<file path="src/rtl/rowbuf_pkg.sv">
package rowbuf_pkg;
  typedef enum logic [1:0] {
    SEL_CTRL = 2'd0,
    SEL_ADDR = 2'd1,
    SEL_DATA = 2'd2,
    SEL_KEY  = 2'd3
  } reg_sel_e;

  typedef enum logic [1:0] {
    UL_IDLE  = 2'd0,
    UL_HALF  = 2'd1,
    UL_ARMED = 2'd2
  } unlock_e;

  typedef enum logic [1:0] {
    SQ_IDLE  = 2'd0,
    SQ_LATCH = 2'd1,
    SQ_PROG  = 2'd2
  } seq_e;

  localparam int CB_START = 0;
  localparam int CB_WREN  = 1;
  localparam int CB_ERASE = 2;
  localparam int CB_PGM   = 3;

  localparam logic [7:0] KEY_FIRST  = 8'h55;
  localparam logic [7:0] KEY_SECOND = 8'hAA;
endpackage

</file>
<file path="src/rtl/rowbuf_unlock.sv">
module rowbuf_unlock
  import rowbuf_pkg::*;
(
  input  logic       clk,
  input  logic       rst_n,
  input  logic       key_we,
  input  logic [7:0] key_val,
  input  logic       consume,
  output logic       armed
);
  unlock_e st_q, st_d;

  always_comb begin
    st_d = st_q;
    if (consume) begin
      st_d = UL_IDLE;
    end else if (key_we) begin
      if (key_val == KEY_FIRST) begin
        st_d = UL_HALF;
      end else if (st_q == UL_HALF && key_val == KEY_SECOND) begin
        st_d = UL_ARMED;
      end else begin
        st_d = UL_IDLE;
      end
    end
  end

  always_ff @(posedge clk or negedge rst_n) begin
    if (!rst_n) st_q <= UL_IDLE;
    else        st_q <= st_d;
  end

  assign armed = (st_q == UL_ARMED);
endmodule

</file>
<file path="src/rtl/rowbuf_holding.sv">
module rowbuf_holding #(
  parameter int WORD_W = 14,
  parameter int NWORDS = 4,
  localparam int SLOT_W = $clog2(NWORDS)
) (
  input  logic                     clk,
  input  logic                     rst_n,
  input  logic                     ld_en,
  input  logic [SLOT_W-1:0]        ld_slot,
  input  logic [WORD_W-1:0]        ld_word,
  input  logic                     clr,
  output logic [NWORDS*WORD_W-1:0] row
);
  localparam logic [WORD_W-1:0] ERASED = {WORD_W{1'b1}};

  for (genvar g = 0; g < NWORDS; g++) begin : g_slot
    logic [WORD_W-1:0] word_q, word_d;
    logic              en;

    assign en = clr || (ld_en && ld_slot == SLOT_W'(g));

    always_comb begin
      word_d = clr ? ERASED : ld_word;
    end

    always_ff @(posedge clk or negedge rst_n) begin
      if (!rst_n)  word_q <= ERASED;
      else if (en) word_q <= word_d;
    end

    assign row[g*WORD_W +: WORD_W] = word_q;
  end
endmodule

</file>
<file path="src/rtl/rowbuf_seq.sv">
module rowbuf_seq
  import rowbuf_pkg::*;
#(
  parameter int STALL_CYCLES = 40,
  localparam int CNT_W = $clog2(STALL_CYCLES + 1)
) (
  input  logic clk,
  input  logic rst_n,
  input  logic go,
  input  logic slot_last,
  input  logic prot_hit,
  output logic busy,
  output logic stall,
  output logic prog_we,
  output logic ld_en,
  output logic clr_buf
);
  localparam logic [CNT_W-1:0] CNT_LAST = CNT_W'(STALL_CYCLES - 1);

  seq_e             st_q, st_d;
  logic [CNT_W-1:0] cnt_q, cnt_d;
  logic             cnt_en;

  always_comb begin
    st_d    = st_q;
    cnt_d   = cnt_q;
    cnt_en  = 1'b0;
    ld_en   = 1'b0;
    clr_buf = 1'b0;
    prog_we = 1'b0;
    unique case (st_q)
      SQ_IDLE: begin
        if (go) st_d = SQ_LATCH;
      end
      SQ_LATCH: begin
        ld_en = 1'b1;
        if (!slot_last) begin
          st_d = SQ_IDLE;
        end else if (prot_hit) begin
          clr_buf = 1'b1;
          st_d    = SQ_IDLE;
        end else begin
          cnt_d  = '0;
          cnt_en = 1'b1;
          st_d   = SQ_PROG;
        end
      end
      SQ_PROG: begin
        prog_we = (cnt_q == '0);
        cnt_en  = 1'b1;
        if (cnt_q == CNT_LAST) begin
          clr_buf = 1'b1;
          st_d    = SQ_IDLE;
        end else begin
          cnt_d = cnt_q + 1'b1;
        end
      end
      default: st_d = SQ_IDLE;
    endcase
  end

  always_ff @(posedge clk or negedge rst_n) begin
    if (!rst_n) st_q <= SQ_IDLE;
    else        st_q <= st_d;
  end

  always_ff @(posedge clk or negedge rst_n) begin
    if (!rst_n)      cnt_q <= '0;
    else if (cnt_en) cnt_q <= cnt_d;
  end

  assign busy  = (st_q != SQ_IDLE);
  assign stall = (st_q == SQ_PROG);
endmodule

</file>
<file path="src/rtl/rowbuf_flash_ctrl.sv">
module rowbuf_flash_ctrl
  import rowbuf_pkg::*;
#(
  parameter int ADDR_W       = 13,
  parameter int WORD_W       = 14,
  parameter int WDATA_W      = 16,
  parameter int STALL_CYCLES = 40,
  localparam int NWORDS = 4,
  localparam int SLOT_W = $clog2(NWORDS),
  localparam int ROW_W  = ADDR_W - SLOT_W
) (
  input  logic                     clk,
  input  logic                     rst_n,
  input  logic                     reg_we,
  input  logic [1:0]               reg_sel,
  input  logic [WDATA_W-1:0]       reg_wdata,
  input  logic [1:0]               prot_cfg,
  output logic                     fl_we,
  output logic [ROW_W-1:0]         fl_row_addr,
  output logic [NWORDS*WORD_W-1:0] fl_row_data,
  output logic                     wr_busy,
  output logic                     stall_req
);
  logic       rst_meta, rst_int;
  logic       idle_we;
  logic       addr_en, data_en, key_we, start_req, go, armed;
  logic       prot_hit, ld_en, clr_buf, seq_busy;
  logic [ADDR_W-1:0] addr_q;
  logic [WORD_W-1:0] data_q;

  always_ff @(posedge clk or negedge rst_n) begin
    if (!rst_n) begin
      rst_meta <= 1'b0;
      rst_int  <= 1'b0;
    end else begin
      rst_meta <= 1'b1;
      rst_int  <= rst_meta;
    end
  end

  assign idle_we   = reg_we && !seq_busy;
  assign addr_en   = idle_we && (reg_sel == SEL_ADDR);
  assign data_en   = idle_we && (reg_sel == SEL_DATA);
  assign key_we    = idle_we && (reg_sel == SEL_KEY);
  assign start_req = idle_we && (reg_sel == SEL_CTRL) && reg_wdata[CB_START];
  assign go = start_req && armed && reg_wdata[CB_WREN] &&
              reg_wdata[CB_PGM] && !reg_wdata[CB_ERASE];

  always_ff @(posedge clk or negedge rst_int) begin
    if (!rst_int)     addr_q <= '0;
    else if (addr_en) addr_q <= reg_wdata[ADDR_W-1:0];
  end

  always_ff @(posedge clk or negedge rst_int) begin
    if (!rst_int)     data_q <= '0;
    else if (data_en) data_q <= reg_wdata[WORD_W-1:0];
  end

  always_comb begin
    unique case (prot_cfg)
      2'b11:   prot_hit = 1'b0;
      2'b10:   prot_hit = (addr_q[ADDR_W-1:ADDR_W-3] == 3'b000);
      2'b01:   prot_hit = !addr_q[ADDR_W-1];
      default: prot_hit = 1'b1;
    endcase
  end

  rowbuf_unlock u_unlock (
    .clk     (clk),
    .rst_n   (rst_int),
    .key_we  (key_we),
    .key_val (reg_wdata[7:0]),
    .consume (start_req),
    .armed   (armed)
  );

  rowbuf_seq #(.STALL_CYCLES(STALL_CYCLES)) u_seq (
    .clk       (clk),
    .rst_n     (rst_int),
    .go        (go),
    .slot_last (&addr_q[SLOT_W-1:0]),
    .prot_hit  (prot_hit),
    .busy      (seq_busy),
    .stall     (stall_req),
    .prog_we   (fl_we),
    .ld_en     (ld_en),
    .clr_buf   (clr_buf)
  );

  rowbuf_holding #(.WORD_W(WORD_W), .NWORDS(NWORDS)) u_hold (
    .clk     (clk),
    .rst_n   (rst_int),
    .ld_en   (ld_en),
    .ld_slot (addr_q[SLOT_W-1:0]),
    .ld_word (data_q),
    .clr     (clr_buf),
    .row     (fl_row_data)
  );

  assign fl_row_addr = addr_q[ADDR_W-1:SLOT_W];
  assign wr_busy     = seq_busy;
endmodule

</file>
<file path="config.mk">
export PLATFORM = sky130hd
export DESIGN_NAME = rowbuf_flash_ctrl
export DESIGN_NICKNAME = d
export VERILOG_FILES = /design/src/rtl/rowbuf_pkg.sv /design/src/rtl/rowbuf_unlock.sv /design/src/rtl/rowbuf_holding.sv /design/src/rtl/rowbuf_seq.sv /design/src/rtl/rowbuf_flash_ctrl.sv
export SDC_FILE = /design/constraint.sdc
export NUM_CORES = 1
export LEC_CHECK = 0
export BUFFER_PORTS_ARGS = -buffer_cell sky130_fd_sc_hd__buf_4
export CORE_ASPECT_RATIO = 0.75
export CORE_MARGIN = 1.5
export CORE_UTILIZATION = 58
export DETAILED_ROUTE_END_ITERATION = 7
export GPL_TIMING_DRIVEN = 0
export PLACE_DENSITY = 0.86
export SETUP_SLACK_MARGIN = 0.4
export SYNTH_ARGS = -nofsm -noshare
export SYNTH_HDL_FRONTEND = slang
export SYNTH_SLANG_ARGS = --single-unit
</file>
<file path="constraint.sdc">
create_clock -name clk -period 5.79 [get_ports clk]
set_clock_uncertainty 0.2 [all_clocks]
set_input_delay 0.579 -clock clk [delete_from_list [all_inputs] [get_ports clk]]
set_output_delay 0.579 -clock clk [all_outputs]
set_load 0.02 [all_outputs]
</file>
==> results.ini, run 1 <==
[synth]
synth_area_leaders = dfstp_2 35%, dfrtp_1 23%, nand2_1 11%, mux2_2 7.5%, nand3_1 7.2%
synth_warnings = 0
yosys_register_bits = 95
synth.largest_area_cell = dfstp_2
synth.cell_area_mm2 = 0.004228
syn-num-nets = 432
synth-edff-count = 0
ys_async_sr_fraction_pct = 100.0
synth_cell_types = 46
synth_area_per_cell_um2 = 10.49
syn_inst = 403
synth-seq-area-share_pct = 57.89
synthDominantCellAreaShare_pct = 34.80
synth-main-ff-cell = dfstp_2

[worst_setup_path]
required_ns = 5.01
worst-path-max-fanout = 10
crit_type = flip-flop to primary output
arrival_ns = 2.23
r2r_slack_ns = 3.40
end_kind = primary output
r2r_start = u_seq.st_q[1]
reg2regPathDepth = 7
cp-start-kind = flip-flop
rr_endpoint = u_seq.cnt_q[2]

[place]
place_ws_ns = 3.193
dpl_cell_area_mm2 = 0.005057
gp_congestion = 0.8725
portBuffers = 90
dp_hpwl_um = 7469

[clocking]
clk_latency_ns = 0.37
htreeDepth = 3
cts_tree = built
clkSinkCount = 95
cts_made_buffers = 9
cts.path.max_buffers = 2
hold_buffers = 1
cts_setup_buffers = 0
path_clk_slew_ns = 0.09
cts_resized = 0
cts_root_buf = clkbuf_8

[global_route]
antenna_found_initial = 0
top_usage_layer = met2
grtUsageMet1_pct = 37.85
grt_pass1_vias = 3449
grt_util_met2_pct = 43.27
grt_max_degree = 59
grtUsageMet3_pct = 9.845
grt_util_all_layers_pct = 28.00
overflow = 0
grt_pass1_wl_um = 16750

[floorplanning]
die_x_um = 101.6
ios = 93
core_area_mm2 = 0.006929
die_h_um = 76.94
die_area_mm2 = 0.007816
start_util_pct = 61.01
rows = 26

[run]
maxCapViolations = 0

[cells_and_area]
syn2layout_area_growth_pct = 24.33
fin_area_mm2 = 0.005256
final_common_cell = nand2_1
nNetsFinal = 535
final_cell_mix = 121 x nand2_1, 101 x buf_4, 61 x nand3_1
drive_gt1_share_pct = 42.66
fillers = 470
antenna_cells = 0
fin_util_pct = 75.86

[route]
viasPerCell = 5.742
drc = 0
vias = 3497
drtAntennaViolNets = 0
wirelength_um = 10350
wl_per_cell_um = 16.99
drtIter0Drc = 244
firstDrtPassIters = 6

[run_status]
outcome = completed

[timing]
holdWs_ns = 0.1071
slew_violations = 0
hold_viol = 0
rsz0062_at_grt = no
fin_crit_sh_pct = 52.04
min_period_ns = 3.013
fmax_mhz = 331.9
setup_violations = 0
worst_slack_ns = 2.777
tightest_slew_ns = 0.5982
maxSlewHeadroom_pct = 60.03
tns_ns = 0

[power]
seqPwrFrac_pct = 54.9
p_clk_share_pct = 29.0
comb_power_share_pct = 16.2
pwr_density_cell_mw_per_mm2 = 273.5
p_sw_share_pct = 29.86
power.internal_uw = 1008
peakVddDrop_v = 0.0002073
power.switching_uw = 429.4
power_leakage_uw = 0.002466

[worst_hold_path]
holdCritPathClass = flip-flop to async pin

==> power by group through the flow <==
stage | clock, uW | combinational (uW) | sequential (uW)
2_1_floorplan | 0 | 132 | 794
3_3_place_gp | 0 | 215 | 801
3_5_place_dp | 0 | 231 | 796
4_1_cts | 419 | 234 | 786
5_1_grt | 448 | 251 | 795
6_report | 416 | 233 | 789
==> layout make-up <==
class | count | area (um^2) | area share (%)
clock buffer | 9 | 123.9 | 2.357
inverter | 6 | 22.52 | 0.4285
buffer | 31 | 197.7 | 3.761
timing repair buffer | 92 | 713.2 | 13.57
multi-input combinational | 271 | 1560 | 29.68
sequential | 95 | 2451 | 46.63
tap | 98 | 122.6 | 2.333
clock inverter | 7 | 65.06 | 1.238
==> critical path, stage by stage (launching register included) <==
cell and delay [ns]:
dfrtp_1 0.40, inv_1 0.11, ha_1 0.18, buf_2 0.23
or3b_1 0.40, nor4b_1 0.34, buf_4 0.21
==> cells in the mapped netlist, drive strengths merged, types with 3 or more instances <==
cell    number
buf         18
or2          3
dfstp       56
and3         3
nand3       61
inv          6
dfrtp       39
clkbuf      13
o21ai        7
mux2        28
nand3b       3
ha           6
nand4b       4
nand2      121
==> cell families after synthesis <==
family	count (synthesis)	share of synthesized area [%]
AOI/OAI and AO/OA	17	3.137
adders and majority gates	6	1.776
buffers and inverters	37	5.209
DFF	95	57.89
muxes	30	7.931
other	1	0.08870
and+or+nand+nor	217	23.97
==> sequential cells by signal, summed over array words and instances (netlist names) <==
signal                count
u_hold.g_slot.word_q     56
data_q                   14
addr_q                   13
u_seq.cnt_q               6
u_seq.st_q                2
u_unlock.st_q             2
rst_int                   1
rst_meta                  1
==> layer usage <==
metal	part of all wire, %	vias to the layer above
met2	46	195
met4	1.3	0
met5	0	-
met1	43	1720
met3	9.6	26
li1	-	1556
==> how the worst max path moves through the flow <==
stage | from | endpoint | slack [ns]
global route | u_seq.st_q[0] | fl_we | 2.63
floorplan | rst_int | addr_q[0] | 2.85
detailed placement | u_seq.st_q[0] | fl_we | 3.19
CTS | u_seq.st_q[0] | fl_we | 2.78
finish | u_seq.st_q[0] | fl_we | 2.78
global placement | rst_int | u_seq.cnt_q[1] | 1.90
==> metrics by stage <==
step | instances | total power (uW)
floorplan | 403 | 925.9
global placement | 591 | 1015
detailed placement | 592 | 1027
CTS | 609 | 1439
global route | 609 | 1493
finish | 609 | 1438
Power figures use the tool's default switching activity.
==> inputs of run 2 (changes only) <==
CORE_UTILIZATION = 49   (was 58)
PLACE_DENSITY = 0.78   (was 0.86)
clock period = 2.5 ns   (was 5.79 ns; I/O delays follow)
==> run 2 against run 1 <==
  * Non-clock buffer count up 19
  * Worst hold slack worse by 0.087 ns
  * Clock power rose to 3.7 times the previous value
  * Clock-buffer cell count up 2
  * Critical endpoint unchanged
  * Largest power group unchanged
  * Cell area up 8.1%
  * Sequential share of layout area down 3.5 points
  * Utilization down 8.3 points
  * Cell count up 4.8%
  * Via count down 1.3%
  * Flip-flop and latch count unchanged
==> results.ini, run 2 (same netlist as run 1, synthesis figures left out) <==
[global_route]
grt_max_degree = 68
overflow = 0
antenna_found_initial = 0
grt_pass1_vias = 3516
grt_util_all_layers_pct = 25.64
grt_pass1_wl_um = 17820

[clocking]
clk_latency_ns = 0.35
cts_made_buffers = 9
htreeDepth = 3
clkSinkCount = 95
cts_root_buf = clkbuf_16
path_clk_slew_ns = 0.07
cts_tree = built
cts.path.max_buffers = 2

[route]
wirelength_um = 10980
firstDrtPassIters = 5
vias = 3453
drtIter0Drc = 184
drc = 0
wl_per_cell_um = 17.21
viasPerCell = 5.412
drtAntennaViolNets = 0

[timing]
tns_ns = 0
setup_violations = 0
tightest_slew_ns = 0.5461
fin_crit_sh_pct = 90.46
slew_violations = 0
min_period_ns = 2.261
rsz0062_at_grt = yes
hold_viol = 0
maxSlewHeadroom_pct = 63.31
fmax_mhz = 442.2

[floorplanning]
die_h_um = 83.45
core_area_mm2 = 0.008418
die_area_mm2 = 0.009200
die_x_um = 110.3
rows = 29
start_util_pct = 50.22
ios = 93

[cells_and_area]
nNetsFinal = 554
final_cell_count_no_fill = 638
top_register = u_hold.g_slot.word_q
syn2layout_area_growth_pct = 34.42
final_cell_mix = 121 x nand2_1, 106 x buf_4, 61 x nand3_1
drive_gt1_share_pct = 44.53
final_common_cell = nand2_1
largest_reg_flops = 56
fin_util_pct = 67.51
largestRegisters = u_hold.g_slot.word_q (56), data_q (14), addr_q (13)
antenna_cells = 0

[power]
pwr_density_cell_mw_per_mm2 = 697.8
p_sw_share_pct = 26.03
peakVddDrop_v = 0.0004740
power.switching_uw = 1032
p_clk_share_pct = 39.0
seqPwrFrac_pct = 46.3
comb_power_share_pct = 14.7
power.internal_uw = 2933
power_leakage_uw = 0.002666

[worst_setup_path]
cp-start-kind = flip-flop
crit_type = flip-flop to primary output
end_kind = primary output
critPathSlowestCell = dfrtp_1
worst-path-max-fanout = 2
required_ns = 2.05
critical-path-max-stage-delay_ns = 0.39
arrival_ns = 1.81
crit_chain = inv_2, ha_4, buf_6, or3b_4, nor4b_4, buf_4

[run_status]
outcome = completed

[place]
dp_hpwl_um = 7546
dp.cells = 602
gp_congestion = 0.7976
portBuffers = 90

[run]
maxCapViolations = 0

[worst_hold_path]
holdCritPathClass = input pin to async pin

run 2: changes by cell type in the layout (fill, tap and decap cells not counted), sizes merged:
cell / previous run / this run
buf: 109 / 115
clkbuf: 22 / 23
dlygate4sd3: 1 / 15
clkinvlp: 1 / 0
clkinv: 3 / 1
inv: 9 / 8
bufinv: 0 / 2
run 2: stage by stage:
| step | instance area [um^2] | setup slack (ns) | total power (uW) | hold slack (ns) |
|---|---|---|---|---|
| global placement | 5072 | 0.2442 | 2361 | -0.1674 |
| detailed placement | 5102 | 0.2109 | 2391 | -0.1655 |
| CTS | 5667 | 0.2293 | 3975 | 0.003946 |
| floorplan | 4262 | 0.4165 | 2146 | -0.2456 |
| global route | 5683 | 0.1702 | 4103 | 0.03336 |
| finish | 5683 | 0.2386 | 3965 | 0.02029 |
run 2: critical path, delay by kind of cell, from the launching register on:
family | cells | cell delay (ns)
adder cells (fa/ha/maj) | 1 | 0.13
flip-flops | 1 | 0.39
buffers and inverters | 3 | 0.34
AND/OR/NAND/NOR | 2 | 0.59
run 2: worst paths after layout:
path / start / slack (ns) / end / depth (start not counted)
worst min register to register: rst_int / 0.05 / addr_q[9] / 0
min in group clk: reg_sel[0] / 0.11 / u_unlock.st_q[1] / 3
max in group asynchronous: rst_int / 1.35 / u_hold.g_slot[3].word_q[0] / 1
worst max-delay path: u_seq.st_q[0] / 0.24 / fl_we / 6
worst max register to register: u_seq.st_q[0] / 0.32 / u_hold.g_slot[2].word_q[3] / 9
worst min-delay path: rst_n / 0.02 / rst_int / 2
run 2: cell type report:
class                      instances  area (um^2)
fill                             630         2735
sequential                        95         2451
multi-input combinational        271         1629
timing repair buffer             111        890.9
clock buffer                      11        254.0
buffer                            31        214.0
tap                              108        135.1
clock inverter                     5        86.33
inverter                           6        22.52
run 2: power groups by stage:
stage	Clock (uW)	Combinational, uW	Sequential [uW]
final	1550	583	1840
after global routing	1620	632	1850
after detailed placement	0	538	1850
after floorplan	0	306	1840
after global placement	0	498	1860
after CTS	1560	582	1830
run 2: layer usage:
metal  GRT usage, %  vias to the layer above  part of all wire [%]
li1               -                     1599                     -
met5              0                        -                     0
met3          6.201                       14                   7.5
met4          7.692                        0                   1.4
met1          34.12                     1696                    43
met2          41.47                      144                    48
run 2: what timing repair did:
| item | in CTS | in global routing |
|---|---|---|
| cloned | 0 | 0 |
| setup endpoints to repair | 80 | 68 |
| hold endpoints to repair | 28 | 0 |
| pin swaps | 2 | 1 |
| hold buffers | 15 | 0 |
| buffers inserted | 3 | 2 |
| gates resized for setup | 13 | 5 |
==> inputs of run 3 (changes only) <==
CORE_UTILIZATION = 40   (was 49)
CTS_CLUSTER_SIZE = 14   (was default)
PLACE_DENSITY = 0.66   (was 0.78)
==> run 3 against run 2 <==
  * Combinational power about the same
  * Clock-buffer cell count up 1
  * Cell count up 5.3%
  * Worst setup slack better by 0.018 ns
  * Via count down 1.0%
  * Sequential power about the same
  * Wire length down 1.4%
  * First-iteration DRC count up 18%
  * Fmax up 0.80%
  * Worst hold slack better by 0.0060 ns
  * Flip-flop and latch count unchanged
  * Highest routed layer unchanged
==> results.ini, run 3 (same netlist as run 1, synthesis figures left out) <==
[run_status]
outcome = completed

[route]
wl_per_cell_um = 16.11
viasPerCell = 5.086
wirelength_um = 10830
drc = 0
drtIter0Drc = 217
vias = 3418
drtAntennaViolNets = 0
firstDrtPassIters = 4

[cells_and_area]
drive_gt1_share_pct = 45.71
nNetsFinal = 560
final_cell_mix = 121 x nand2_1, 110 x buf_4, 61 x nand3_1
largest_reg_flops = 56
final_common_cell = nand2_1
largestRegisters = u_hold.g_slot.word_q (56), data_q (14), addr_q (13)
fin_util_pct = 56.07
top_register = u_hold.g_slot.word_q
syn2layout_area_growth_pct = 36.46
antenna_cells = 0

[floorplanning]
ios = 93
rows = 32
die_area_mm2 = 0.01120
die_x_um = 121.7
die_h_um = 92.04
start_util_pct = 41.09
core_area_mm2 = 0.01029

[worst_setup_path]
worst-path-max-fanout = 2
r2r_start = u_seq.st_q[0]
cp-start-kind = flip-flop
arrival_ns = 1.79
end_kind = primary output
required_ns = 2.05
critPathSlowestCell = dfrtp_1
worstSetupStartpoint = u_seq.st_q[0]
crit_chain = inv_2, ha_4, buf_6, or3b_4, nor4b_4, buf_4
crit_type = flip-flop to primary output
critical-path-max-stage-delay_ns = 0.39

[place]
dp_hpwl_um = 7742
portBuffers = 90
gp_congestion = 0.7833

[clocking]
cts.path.max_buffers = 2
path_clk_slew_ns = 0.07
cts_made_buffers = 9
clk_latency_ns = 0.34
htreeDepth = 3
cts_tree = built
clkSinkCount = 95
cts_root_buf = clkbuf_16

[timing]
min_period_ns = 2.244
fin_crit_sh_pct = 89.74
setup_violations = 0
tns_ns = 0
holdWs_ns = 0.02633
maxSlewHeadroom_pct = 65.65
slew_violations = 0
tightest_slew_ns = 0.5113
hold_viol = 0
rsz0062_at_grt = yes
fmax_mhz = 445.7

[global_route]
grt_max_degree = 68
grt_pass1_wl_um = 17840
grt_util_all_layers_pct = 20.87
overflow = 0
grt_pass1_vias = 3382
antenna_found_initial = 0

[power]
power.switching_uw = 998.9
seqPwrFrac_pct = 46.8
comb_power_share_pct = 14.8
power.internal_uw = 2909
power_leakage_uw = 0.002704
peakVddDrop_v = 0.0004189
pwr_density_cell_mw_per_mm2 = 677.4
p_sw_share_pct = 25.56
p_clk_share_pct = 38.4

[run]
maxCapViolations = 0

[worst_hold_path]
holdCritPathClass = input pin to async pin

run 3: final cells by class:
type / count / area [um^2]
clock inverter: 4 / 46.29
multi-input combinational: 271 / 1634
tap: 136 / 170.2
inverter: 6 / 22.52
clock buffer: 12 / 289.0
buffer: 31 / 212.7
sequential: 95 / 2451
fill: 905 / 4521
timing repair buffer: 117 / 943.4
run 3: power groups by stage:
stage          registers [uW]  clock network [uW]  logic [uW]
6_report                 1830                1500         580
5_1_grt                  1850                1590         632
4_1_cts                  1830                1530         573
3_5_place_dp             1850                   0         539
3_3_place_gp             1870                   0         503
2_1_floorplan            1840                   0         306
run 3: worst max-delay path, delay by kind of cell (launching register included):
family	cells	cell delay [ns]
fa+ha+maj	1	0.13
flops	1	0.39
simple gates	2	0.59
buf+inv	3	0.34
run 3: timing repair:
item / 4_1_cts / 5_1_grt
hold endpoints to repair: 29 / 0
endpoints found under the setup margin: 80 / 75
buffers inserted: 5 / 6
pin swaps: 3 / 4
hold buffers: 15 / 0
gates resized for setup: 11 / 10
run 3: layer usage:
| layer | vias to the layer above | wire length, um | global-route usage [%] |
|---|---|---|---|
| met5 | - | 0 | 0 |
| met4 | 0 | 158 | 6.373 |
| met3 | 15 | 701 | 5.037 |
| met2 | 104 | 4837 | 30.51 |
| met1 | 1679 | 5127 | 30.60 |
| li1 | 1620 | - | - |
run 3: worst paths after layout:
check,end,cells after the start,slack [ns]
setup / recovery,fl_we,6,0.26
hold / removal,rst_int,2,0.03
setup reg to reg,u_hold.g_slot[2].word_q[7],9,0.32
hold reg to reg,rst_int,0,0.15
max in group asynchronous,u_hold.g_slot[0].word_q[3],1,1.36
min in group clk,u_unlock.st_q[0],4,0.11
run 3: metrics by stage:
| step | worst slack, ns | area, um^2 | power (uW) | cells |
|---|---|---|---|---|
| final | 0.2564 | 5769 | 3908 | 672 |
| after global routing | 0.1684 | 5769 | 4073 | 672 |
| after CTS | 0.2314 | 5695 | 3929 | 666 |
| after detailed placement | 0.1700 | 5137 | 2389 | 630 |
| after global placement | 0.2021 | 5107 | 2368 | 629 |
| after floorplan | 0.4165 | 4262 | 2146 | 403 |
